**config.mk**
```make
export PLATFORM = sky130hd
export DESIGN_NAME = hsw_presence_fault
export DESIGN_NICKNAME = d
export VERILOG_FILES = /design/src/rtl/hsw_pkg.sv /design/src/rtl/hsw_sync.sv /design/src/rtl/hsw_ctrl.sv /design/src/rtl/hsw_regs.sv /design/src/rtl/hsw_presence_fault.sv
export SDC_FILE = /design/constraint.sdc
export NUM_CORES = 1
export LEC_CHECK = 0
export ABC_AREA = 1
export BUFFER_PORTS_ARGS = -buffer_cell sky130_fd_sc_hd__buf_2
export CELL_PAD_IN_SITES_DETAIL_PLACEMENT = 2
export CELL_PAD_IN_SITES_GLOBAL_PLACEMENT = 2
export CORE_MARGIN = 10
export CORE_UTILIZATION = 33
export CTS_CLUSTER_SIZE = 16
export DETAILED_ROUTE_END_ITERATION = 8
export GPL_TIMING_DRIVEN = 0
export MAX_ROUTING_LAYER = met4
export PLACE_DENSITY = 0.83
export SYNTH_ARGS = -nofsm -noshare
export SYNTH_HDL_FRONTEND = slang
export SYNTH_SLANG_ARGS = --single-unit
```
**constraint.sdc**
```tcl
create_clock -name clk -period 1.9 [get_ports clk]
set_input_delay 0.57 -clock clk [delete_from_list [all_inputs] [get_ports clk]]
set_output_delay 0.57 -clock clk [all_outputs]
set_load 0.02 [all_outputs]
```
**src/rtl/hsw_pkg.sv**
```systemverilog
package hsw_pkg;
  localparam int FAULT_W   = 8;
  localparam int PBAD_BIT  = 3;
  localparam int COS_BIT   = 4;
  localparam int SHORT_BIT = 5;

  typedef struct packed {
    logic insertStb;   // presence pin fell
    logic removeStb;   // presence pin rose
    logic latchOnStb;  // qualification window elapsed
    logic pbadSetStb;  // deglitched power-bad qualified
    logic pbadClrStb;  // feedback back above threshold
    logic shortStb;    // sense over threshold with gate off
  } hswStrobeT;
endpackage

```
**src/rtl/hsw_sync.sv**
```systemverilog
module hsw_sync #(
  parameter logic RST_VAL = 1'b0
) (
  input  logic clk,
  input  logic rstN,
  input  logic din,
  output logic dout
);
  logic stage1;

  always_ff @(posedge clk or negedge rstN) begin
    if (!rstN) begin
      stage1 <= RST_VAL;
      dout   <= RST_VAL;
    end else begin
      stage1 <= din;
      dout   <= stage1;
    end
  end
endmodule

```
**src/rtl/hsw_ctrl.sv**
```systemverilog
module hsw_ctrl
  import hsw_pkg::*;
#(
  parameter int QUAL_CYCLES = 5_000_000,
  parameter int DG_CYCLES   = 100
) (
  input  logic      clk,
  input  logic      rstN,
  input  logic      enPinN,
  input  logic      fbUnder,
  input  logic      senseOver,
  input  logic      gateHigh,
  input  logic      gsOk,
  output hswStrobeT stb
);
  localparam int NSYNC = 3;
  localparam logic [NSYNC-1:0] SYNC_RST = 3'b100;
  localparam int QW = $clog2(QUAL_CYCLES + 1);
  localparam int DW = $clog2(DG_CYCLES + 1);
  localparam logic [QW-1:0] QUAL_LAST = QW'(QUAL_CYCLES - 1);
  localparam logic [DW-1:0] DG_LAST   = DW'(DG_CYCLES - 1);

  logic [NSYNC-1:0] rawIn, syncOut;
  assign rawIn = {enPinN, fbUnder, senseOver};

  generate
    for (genvar i = 0; i < NSYNC; i++) begin : g_sync
      hsw_sync #(.RST_VAL(SYNC_RST[i])) u_sync (
        .clk(clk), .rstN(rstN), .din(rawIn[i]), .dout(syncOut[i])
      );
    end
  endgenerate

  logic enS, fbS, soS, enPrev;
  assign enS = syncOut[2];
  assign fbS = syncOut[1];
  assign soS = syncOut[0];

  logic insert, remove;
  assign insert = enPrev & ~enS;
  assign remove = ~enPrev & enS;

  logic qualActive;
  logic [QW-1:0] qualCnt;
  logic latchOn;
  assign latchOn = qualActive && !enS && (qualCnt == QUAL_LAST);

  always_ff @(posedge clk or negedge rstN) begin
    if (!rstN) begin
      enPrev     <= 1'b1;
      qualActive <= 1'b0;
      qualCnt    <= '0;
    end else begin
      enPrev <= enS;
      if (insert) begin
        qualActive <= 1'b1;
        qualCnt    <= '0;
      end else if (remove || latchOn) begin
        qualActive <= 1'b0;
      end else if (qualActive) begin
        qualCnt <= qualCnt + 1'b1;
      end
    end
  end

  logic pbCond;
  logic [DW-1:0] pbCnt;
  assign pbCond = fbS && gateHigh && gsOk;

  always_ff @(posedge clk or negedge rstN) begin
    if (!rstN)            pbCnt <= '0;
    else if (!pbCond)     pbCnt <= '0;
    else if (pbCnt != DG_LAST) pbCnt <= pbCnt + 1'b1;
  end

  always_comb begin
    stb            = '0;
    stb.insertStb  = insert;
    stb.removeStb  = remove;
    stb.latchOnStb = latchOn;
    stb.pbadSetStb = pbCond && (pbCnt == DG_LAST);
    stb.pbadClrStb = ~fbS;
    stb.shortStb   = soS & ~gateHigh;
  end


  qual_cancel_chk: assert property (@(posedge clk) disable iff (!rstN)
    remove |=> !qualActive);

  qual_start_chk: assert property (@(posedge clk) disable iff (!rstN)
    insert |=> (qualActive && qualCnt == '0));
endmodule

```
**src/rtl/hsw_regs.sv**
```systemverilog
module hsw_regs
  import hsw_pkg::*;
(
  input  logic               clk,
  input  logic               rstN,
  input  hswStrobeT          stb,
  input  logic               onPin,
  input  logic               faultClr,
  input  logic [FAULT_W-1:0] faultClrMask,
  input  logic               fetWr,
  input  logic               fetWrVal,
  output logic               presentBit,
  output logic               fetOn,
  output logic               pbadPresent,
  output logic [FAULT_W-1:0] faultQ
);
  localparam logic [FAULT_W-1:0] COS_ONLY = FAULT_W'(1) << COS_BIT;

  logic [FAULT_W-1:0] faultKeep, faultSet, faultNext;

  always_comb begin
    faultKeep = faultQ;
    if (stb.insertStb) faultKeep = faultKeep & COS_ONLY;
    if (faultClr)      faultKeep = faultKeep & ~faultClrMask;
    faultSet            = '0;
    faultSet[COS_BIT]   = stb.insertStb | stb.removeStb;
    faultSet[SHORT_BIT] = stb.shortStb;
    faultSet[PBAD_BIT]  = stb.pbadSetStb;
    faultNext = faultKeep | faultSet;
  end

  always_ff @(posedge clk or negedge rstN) begin
    if (!rstN) begin
      faultQ      <= '0;
      presentBit  <= 1'b0;
      fetOn       <= 1'b0;
      pbadPresent <= 1'b0;
    end else begin
      faultQ <= faultNext;
      if (stb.removeStb)      presentBit <= 1'b0;
      else if (stb.insertStb) presentBit <= 1'b1;
      if (stb.removeStb)       fetOn <= 1'b0;
      else if (stb.latchOnStb) fetOn <= onPin;
      else if (fetWr)          fetOn <= fetWrVal;
      if (stb.pbadSetStb)      pbadPresent <= 1'b1;
      else if (stb.pbadClrStb) pbadPresent <= 1'b0;
    end
  end


  remove_clears_chk: assert property (@(posedge clk) disable iff (!rstN)
    stb.removeStb |=> (!presentBit && !fetOn));

  insert_sets_chk: assert property (@(posedge clk) disable iff (!rstN)
    stb.insertStb |=> (presentBit && faultQ[COS_BIT]));

  cos_source_chk: assert property (@(posedge clk) disable iff (!rstN)
    $rose(faultQ[COS_BIT]) |-> $past(stb.insertStb || stb.removeStb));

  set_wins_chk: assert property (@(posedge clk) disable iff (!rstN)
    (faultClr && stb.shortStb) |=> faultQ[SHORT_BIT]);

  latch_on_chk: assert property (@(posedge clk) disable iff (!rstN)
    stb.latchOnStb |=> (fetOn == $past(onPin)));
endmodule

```
**src/rtl/hsw_presence_fault.sv**
```systemverilog
module hsw_presence_fault
  import hsw_pkg::*;
#(
  parameter int CLK_HZ      = 50_000_000,
  parameter int QUAL_US     = 100_000,
  parameter int DEGLITCH_NS = 2000
) (
  input  logic               clk,
  input  logic               rstN,
  input  logic               enPinN,
  input  logic               onPin,
  input  logic               gateHigh,
  input  logic               gsOk,
  input  logic               fbUnder,
  input  logic               senseOver,
  input  logic               faultClr,
  input  logic [FAULT_W-1:0] faultClrMask,
  input  logic               fetWr,
  input  logic               fetWrVal,
  output logic               gateEn,
  output logic               gateKill,
  output logic               pgoodRelease,
  output logic               presentBit,
  output logic               pbadPresent,
  output logic               fetOn,
  output logic [FAULT_W-1:0] faultBits
);
  localparam int CYC_PER_US  = CLK_HZ / 1_000_000;
  localparam int QUAL_CYCLES = CYC_PER_US * QUAL_US;
  localparam int DG_RAW      = (CYC_PER_US * DEGLITCH_NS) / 1000;
  localparam int DG_CYCLES   = (DG_RAW < 1) ? 1 : DG_RAW;

  hswStrobeT stb;

  hsw_ctrl #(.QUAL_CYCLES(QUAL_CYCLES), .DG_CYCLES(DG_CYCLES)) u_ctrl (
    .clk(clk), .rstN(rstN), .enPinN(enPinN), .fbUnder(fbUnder),
    .senseOver(senseOver), .gateHigh(gateHigh), .gsOk(gsOk), .stb(stb)
  );

  hsw_regs u_regs (
    .clk(clk), .rstN(rstN), .stb(stb), .onPin(onPin),
    .faultClr(faultClr), .faultClrMask(faultClrMask),
    .fetWr(fetWr), .fetWrVal(fetWrVal),
    .presentBit(presentBit), .fetOn(fetOn),
    .pbadPresent(pbadPresent), .faultQ(faultBits)
  );

  assign gateEn       = fetOn & presentBit;
  assign gateKill     = stb.removeStb;
  assign pgoodRelease = ~pbadPresent;


  pbad_mask_chk: assert property (@(posedge clk) disable iff (!rstN)
    $rose(pbadPresent) |-> $past(gsOk && gateHigh));
endmodule

```
==> qor.txt <==
OUTCOME
--------------------------------------------------------------------------------
Result of the run                                                   complete, no violations

CELLS AND AREA
--------------------------------------------------------------------------------
Area delta synth->final                                                    16.9%
NumNets Final                                                                430
Fraction of layout cells with a size suffix above 1                        18.4%
Filler cells                                                                 947
Number of non-filler instances in the completed layout                       513
Number of inserted diodes                                                      0
Post-route cell area                                                   3180 um^2

POWER
--------------------------------------------------------------------------------
Total leakage power                                                      1.64 nW
Internal Pwr Total                                                       1.57 mW
Power, Total                                                             2.20 mW
Switching power                                                           633 uW
Cell area power density                                              693 nW/um^2
Peak VDD IR                                                           0.000397 V
Sequential share of power                                                  51.1%
Clock power frac                                                           37.3%
Fraction of power spent switching nets                                     28.7%
Combinational share of power                                               11.7%

YOSYS
--------------------------------------------------------------------------------
Number of enable flip-flop cells after synthesis                               0
Total of warnings raised by yosys                                              0
Total standard cell area after synthesis                               2720 um^2
Avg Synthesized Cell Area                                              7.43 um^2
Distinct cells, synth                                                         28
Async set-or-reset flop fraction in the synthesized netlist                 100%
Sequential element share of the synthesized area                           45.2%
Number of synthesized register bits                                           49
Synthesized netlist cell count                                               366
Synthesized netlist net count                                                389
Top FF cell, synth                                                  sky130_fd_sc_hd__dfrtp_1

PLACEMENT
--------------------------------------------------------------------------------
Cell count after placement                                                   502
Final GP Congestion                                                        0.862
Placed Area                                                            3010 um^2
Hpwl dp                                                                  6810 um
Quantity of I/O buffers inserted on ports                                     31

TIMING
--------------------------------------------------------------------------------
Worst Max-Slew Pin Slew                                                  1140 ps
Total negative slack for setup checks                                       0 ps
Count of final max-slew check failures                                         0
Final Hold Viols                                                               0
Final worst clock skew                                                   12.6 ps
Timing-limited maximum frequency                                         541 MHz
Final-layout worst hold slack                                             346 ps
Final cycle utilization of the critical path                               97.2%
Worst relative slew slack                                                  24.2%
Fin crit period                                                          1850 ps
# setup viols final                                                            0

CLOCKING
--------------------------------------------------------------------------------
CTS clk-pin slew, worst paths                                             100 ps
Clock latency on the worst-skew pair                                      320 ps
Bufs on Longest Clock Path                                                     2
H-tree level count                                                             2
Root Driver                                                         sky130_fd_sc_hd__clkbuf_8
CTS Buf Count                                                                  5
Sink Count                                                                    49
TritonCTS clock tree                                                         yes

GLOBAL ROUTING
--------------------------------------------------------------------------------
Wire length of the first global-routing pass                            15300 um
Maximum number of pins on one net before global-route repair                  50
Total grt overflow                                                             0
Overall Global Routing Usage                                               15.3%
Via count of the first global-routing pass                                  3033
Number of antenna violations at the first check in global routing              0

FLOORPLAN
--------------------------------------------------------------------------------
Height of the chip                                                        111 um
DIE AREA                                                              12300 um^2
Number of cell rows                                                           33
Area inside the core boundary                                          8130 um^2
Chip width                                                                111 um
Initial core utilization                                                   33.4%
Boundary Pins                                                                 33

WORST SETUP PATH
--------------------------------------------------------------------------------
CP arrival                                                               1280 ps
Cell with the biggest individual delay on the critical path         sky130_fd_sc_hd__dfstp_2
Critical Path Fanout Max                                                       5
Nature of the critical path startpoint                                 flip-flop
Maximum single-stage delay on the critical path                           550 ps
Sequence of cells on the critical path                              inv_1 -> ha_4 -> buf_2
CP Class                                                                 reg2out
CP Capture Type                                                       output pin
Required time of the worst setup path                                    1330 ps

DRT
--------------------------------------------------------------------------------
Number of remaining DRC errors                                                 0
Number of DRC violations after detailed-routing iteration 0                   73
Number of vias per cell                                                     5.12
Antenna-violating nets left                                                    0
Initial DRT Pass Iterations                                                    4
Vias after detailed routing                                                 2624
DRT Wirelength                                                           9560 um
Average detailed-routed wire length per instance                         18.6 um

MIN PATH
--------------------------------------------------------------------------------
Min-Delay Path Class                                                      in2reg

JOB
--------------------------------------------------------------------------------
Maximum capacitance violations                                                 0

-- cell families (layout without fill, tap and decap cells) --
| logic type | Yosys count | after routing | share of synthesized area (%) |
|---|---|---|---|
| AOI/OAI and AO/OA | 20 | 20 | 4.05 |
| xor gates and xnor gates | 7 | 7 | 2.25 |
| adders and majority gates | 4 | 4 | 1.84 |
| buffers and inverters | 52 | 94 | 7.91 |
| DFF | 49 | 49 | 45.2 |
| and+or+nand+nor | 234 | 234 | 38.7 |
-- sequential cells by signal, summed over array words and instances, names as in the netlist --
register	flops
u_ctrl.g_sync.u_sync.stage1	3
u_ctrl.pbCnt	7
u_regs.pbadPresent	1
u_ctrl.qualCnt	23
u_regs.presentBit	1
u_ctrl.qualActive	1
u_regs.fetOn	1
u_ctrl.enPrev	1
u_regs.faultQ	8
u_ctrl.g_sync.u_sync.dout	3
-- worst max-delay path: cells and delay by family (launching register included) --
| kind | cells | cell delay, ps |
|---|---|---|
| buffers and inverters | 2 | 230 |
| DFF | 1 | 550 |
| adders and majority gates | 1 | 190 |
-- metal layers --
| metal | wire length (um) | track usage (%) |
|---|---|---|
| met1 | 4170 | 17.6 |
| met2 | 5020 | 27.0 |
| met3 | 244 | 2.54 |
| met4 | 126 | 3.99 |
| met5 | 0 | - |
-- cells in the final DEF, fill, tap and decap left out, types with 3 or more instances in the layout --
cell type                  count
sky130_fd_sc_hd__nor2_1       36
sky130_fd_sc_hd__buf_2        35
sky130_fd_sc_hd__xor2_1        5
sky130_fd_sc_hd__inv_1        40
sky130_fd_sc_hd__nor2_2        5
sky130_fd_sc_hd__nor2_4        4
sky130_fd_sc_hd__dfrtp_1      46
sky130_fd_sc_hd__nand2_2       4
sky130_fd_sc_hd__a21oi_1       9
sky130_fd_sc_hd__clkbuf_8      5
sky130_fd_sc_hd__nand4_1      15
sky130_fd_sc_hd__o21ai_0       7
sky130_fd_sc_hd__nand3_1      48
sky130_fd_sc_hd__a21o_1        3
sky130_fd_sc_hd__nand2_1     114
sky130_fd_sc_hd__ha_1          3
sky130_fd_sc_hd__buf_4         3
sky130_fd_sc_hd__dfstp_2       3
-- synthesized netlist by cell type (2+ instances only) --
library cell	n	share of area, %
sky130_fd_sc_hd__a21o_1	3	0.83
sky130_fd_sc_hd__a21oi_1	9	1.7
sky130_fd_sc_hd__buf_2	4	0.74
sky130_fd_sc_hd__buf_6	2	0.83
sky130_fd_sc_hd__dfrtp_1	46	42
sky130_fd_sc_hd__dfstp_2	3	2.9
sky130_fd_sc_hd__ha_1	4	1.8
sky130_fd_sc_hd__inv_1	42	5.8
sky130_fd_sc_hd__inv_2	2	0.28
sky130_fd_sc_hd__nand2_1	114	16
sky130_fd_sc_hd__nand2_2	4	0.92
sky130_fd_sc_hd__nand3_1	48	8.8
sky130_fd_sc_hd__nand4_1	15	3.4
sky130_fd_sc_hd__nor2_1	37	5.1
sky130_fd_sc_hd__nor2_2	6	1.4
sky130_fd_sc_hd__nor2_4	2	0.83
sky130_fd_sc_hd__nor3_1	2	0.37
sky130_fd_sc_hd__o21ai_0	7	1.3
sky130_fd_sc_hd__or2_2	2	0.46
sky130_fd_sc_hd__xnor2_1	2	0.64
sky130_fd_sc_hd__xor2_1	5	1.6
-- metrics by stage --
stage,util (%),worst slack (ps)
floorplan,-,336
global placement,37.0,-110
detailed placement,37.0,-213
CTS,38.6,37.2
global route,39.1,-73.0
finish,39.1,52.4
-- timing repair --
item                                    in CTS  in global routing
cloned                                       0                  0
hold buffers                                 0                  0
pin swaps                                    0                  1
hold endpoints to repair                     0                  0
endpoints found under the setup margin      21                 21
resized for setup                            4                  7
setup buffers                                0                  3
-- final cells by class --
type | instances | area [um^2] | area share (%)
flip-flops and latches | 49 | 1230 | 38.7
plain buffers | 8 | 53.8 | 1.69
clock buffers | 5 | 68.8 | 2.16
repair buffers | 34 | 178 | 5.59
clock inverters | 3 | 47.5 | 1.50
multi-input cells | 265 | 1300 | 40.9
well taps | 105 | 131 | 4.13
inverters | 44 | 170 | 5.35
-- path summary, 6_finish.rpt --
kind / startpoint / to / slack [ps] / cells after the start
worst max-delay path: u_ctrl.enPrev / gateKill / 50 / 3
worst min register to register: u_ctrl.g_sync[1].u_sync.stage1 / u_ctrl.g_sync[1].u_sync.dout / 360 / 0
max in group asynchronous: rstN / u_ctrl.qualCnt[19] / 730 / 1
min in group asynchronous: rstN / u_ctrl.qualCnt[10] / 460 / 1
worst max register to register: u_ctrl.g_sync[2].u_sync.dout / u_ctrl.qualCnt[14] / 50 / 8
worst min-delay path: enPinN / u_ctrl.g_sync[2].u_sync.stage1 / 350 / 1
-- power groups by stage --
stage	sequential [mW]	combinational [mW]	clock [mW]
finish	1.13	0.257	0.821
detailed placement	1.14	0.241	0
CTS	1.12	0.246	0.840
floorplan	1.14	0.126	0
global route	1.13	0.292	0.898
global placement	1.14	0.229	0
Power figures use the tool's default switching activity.
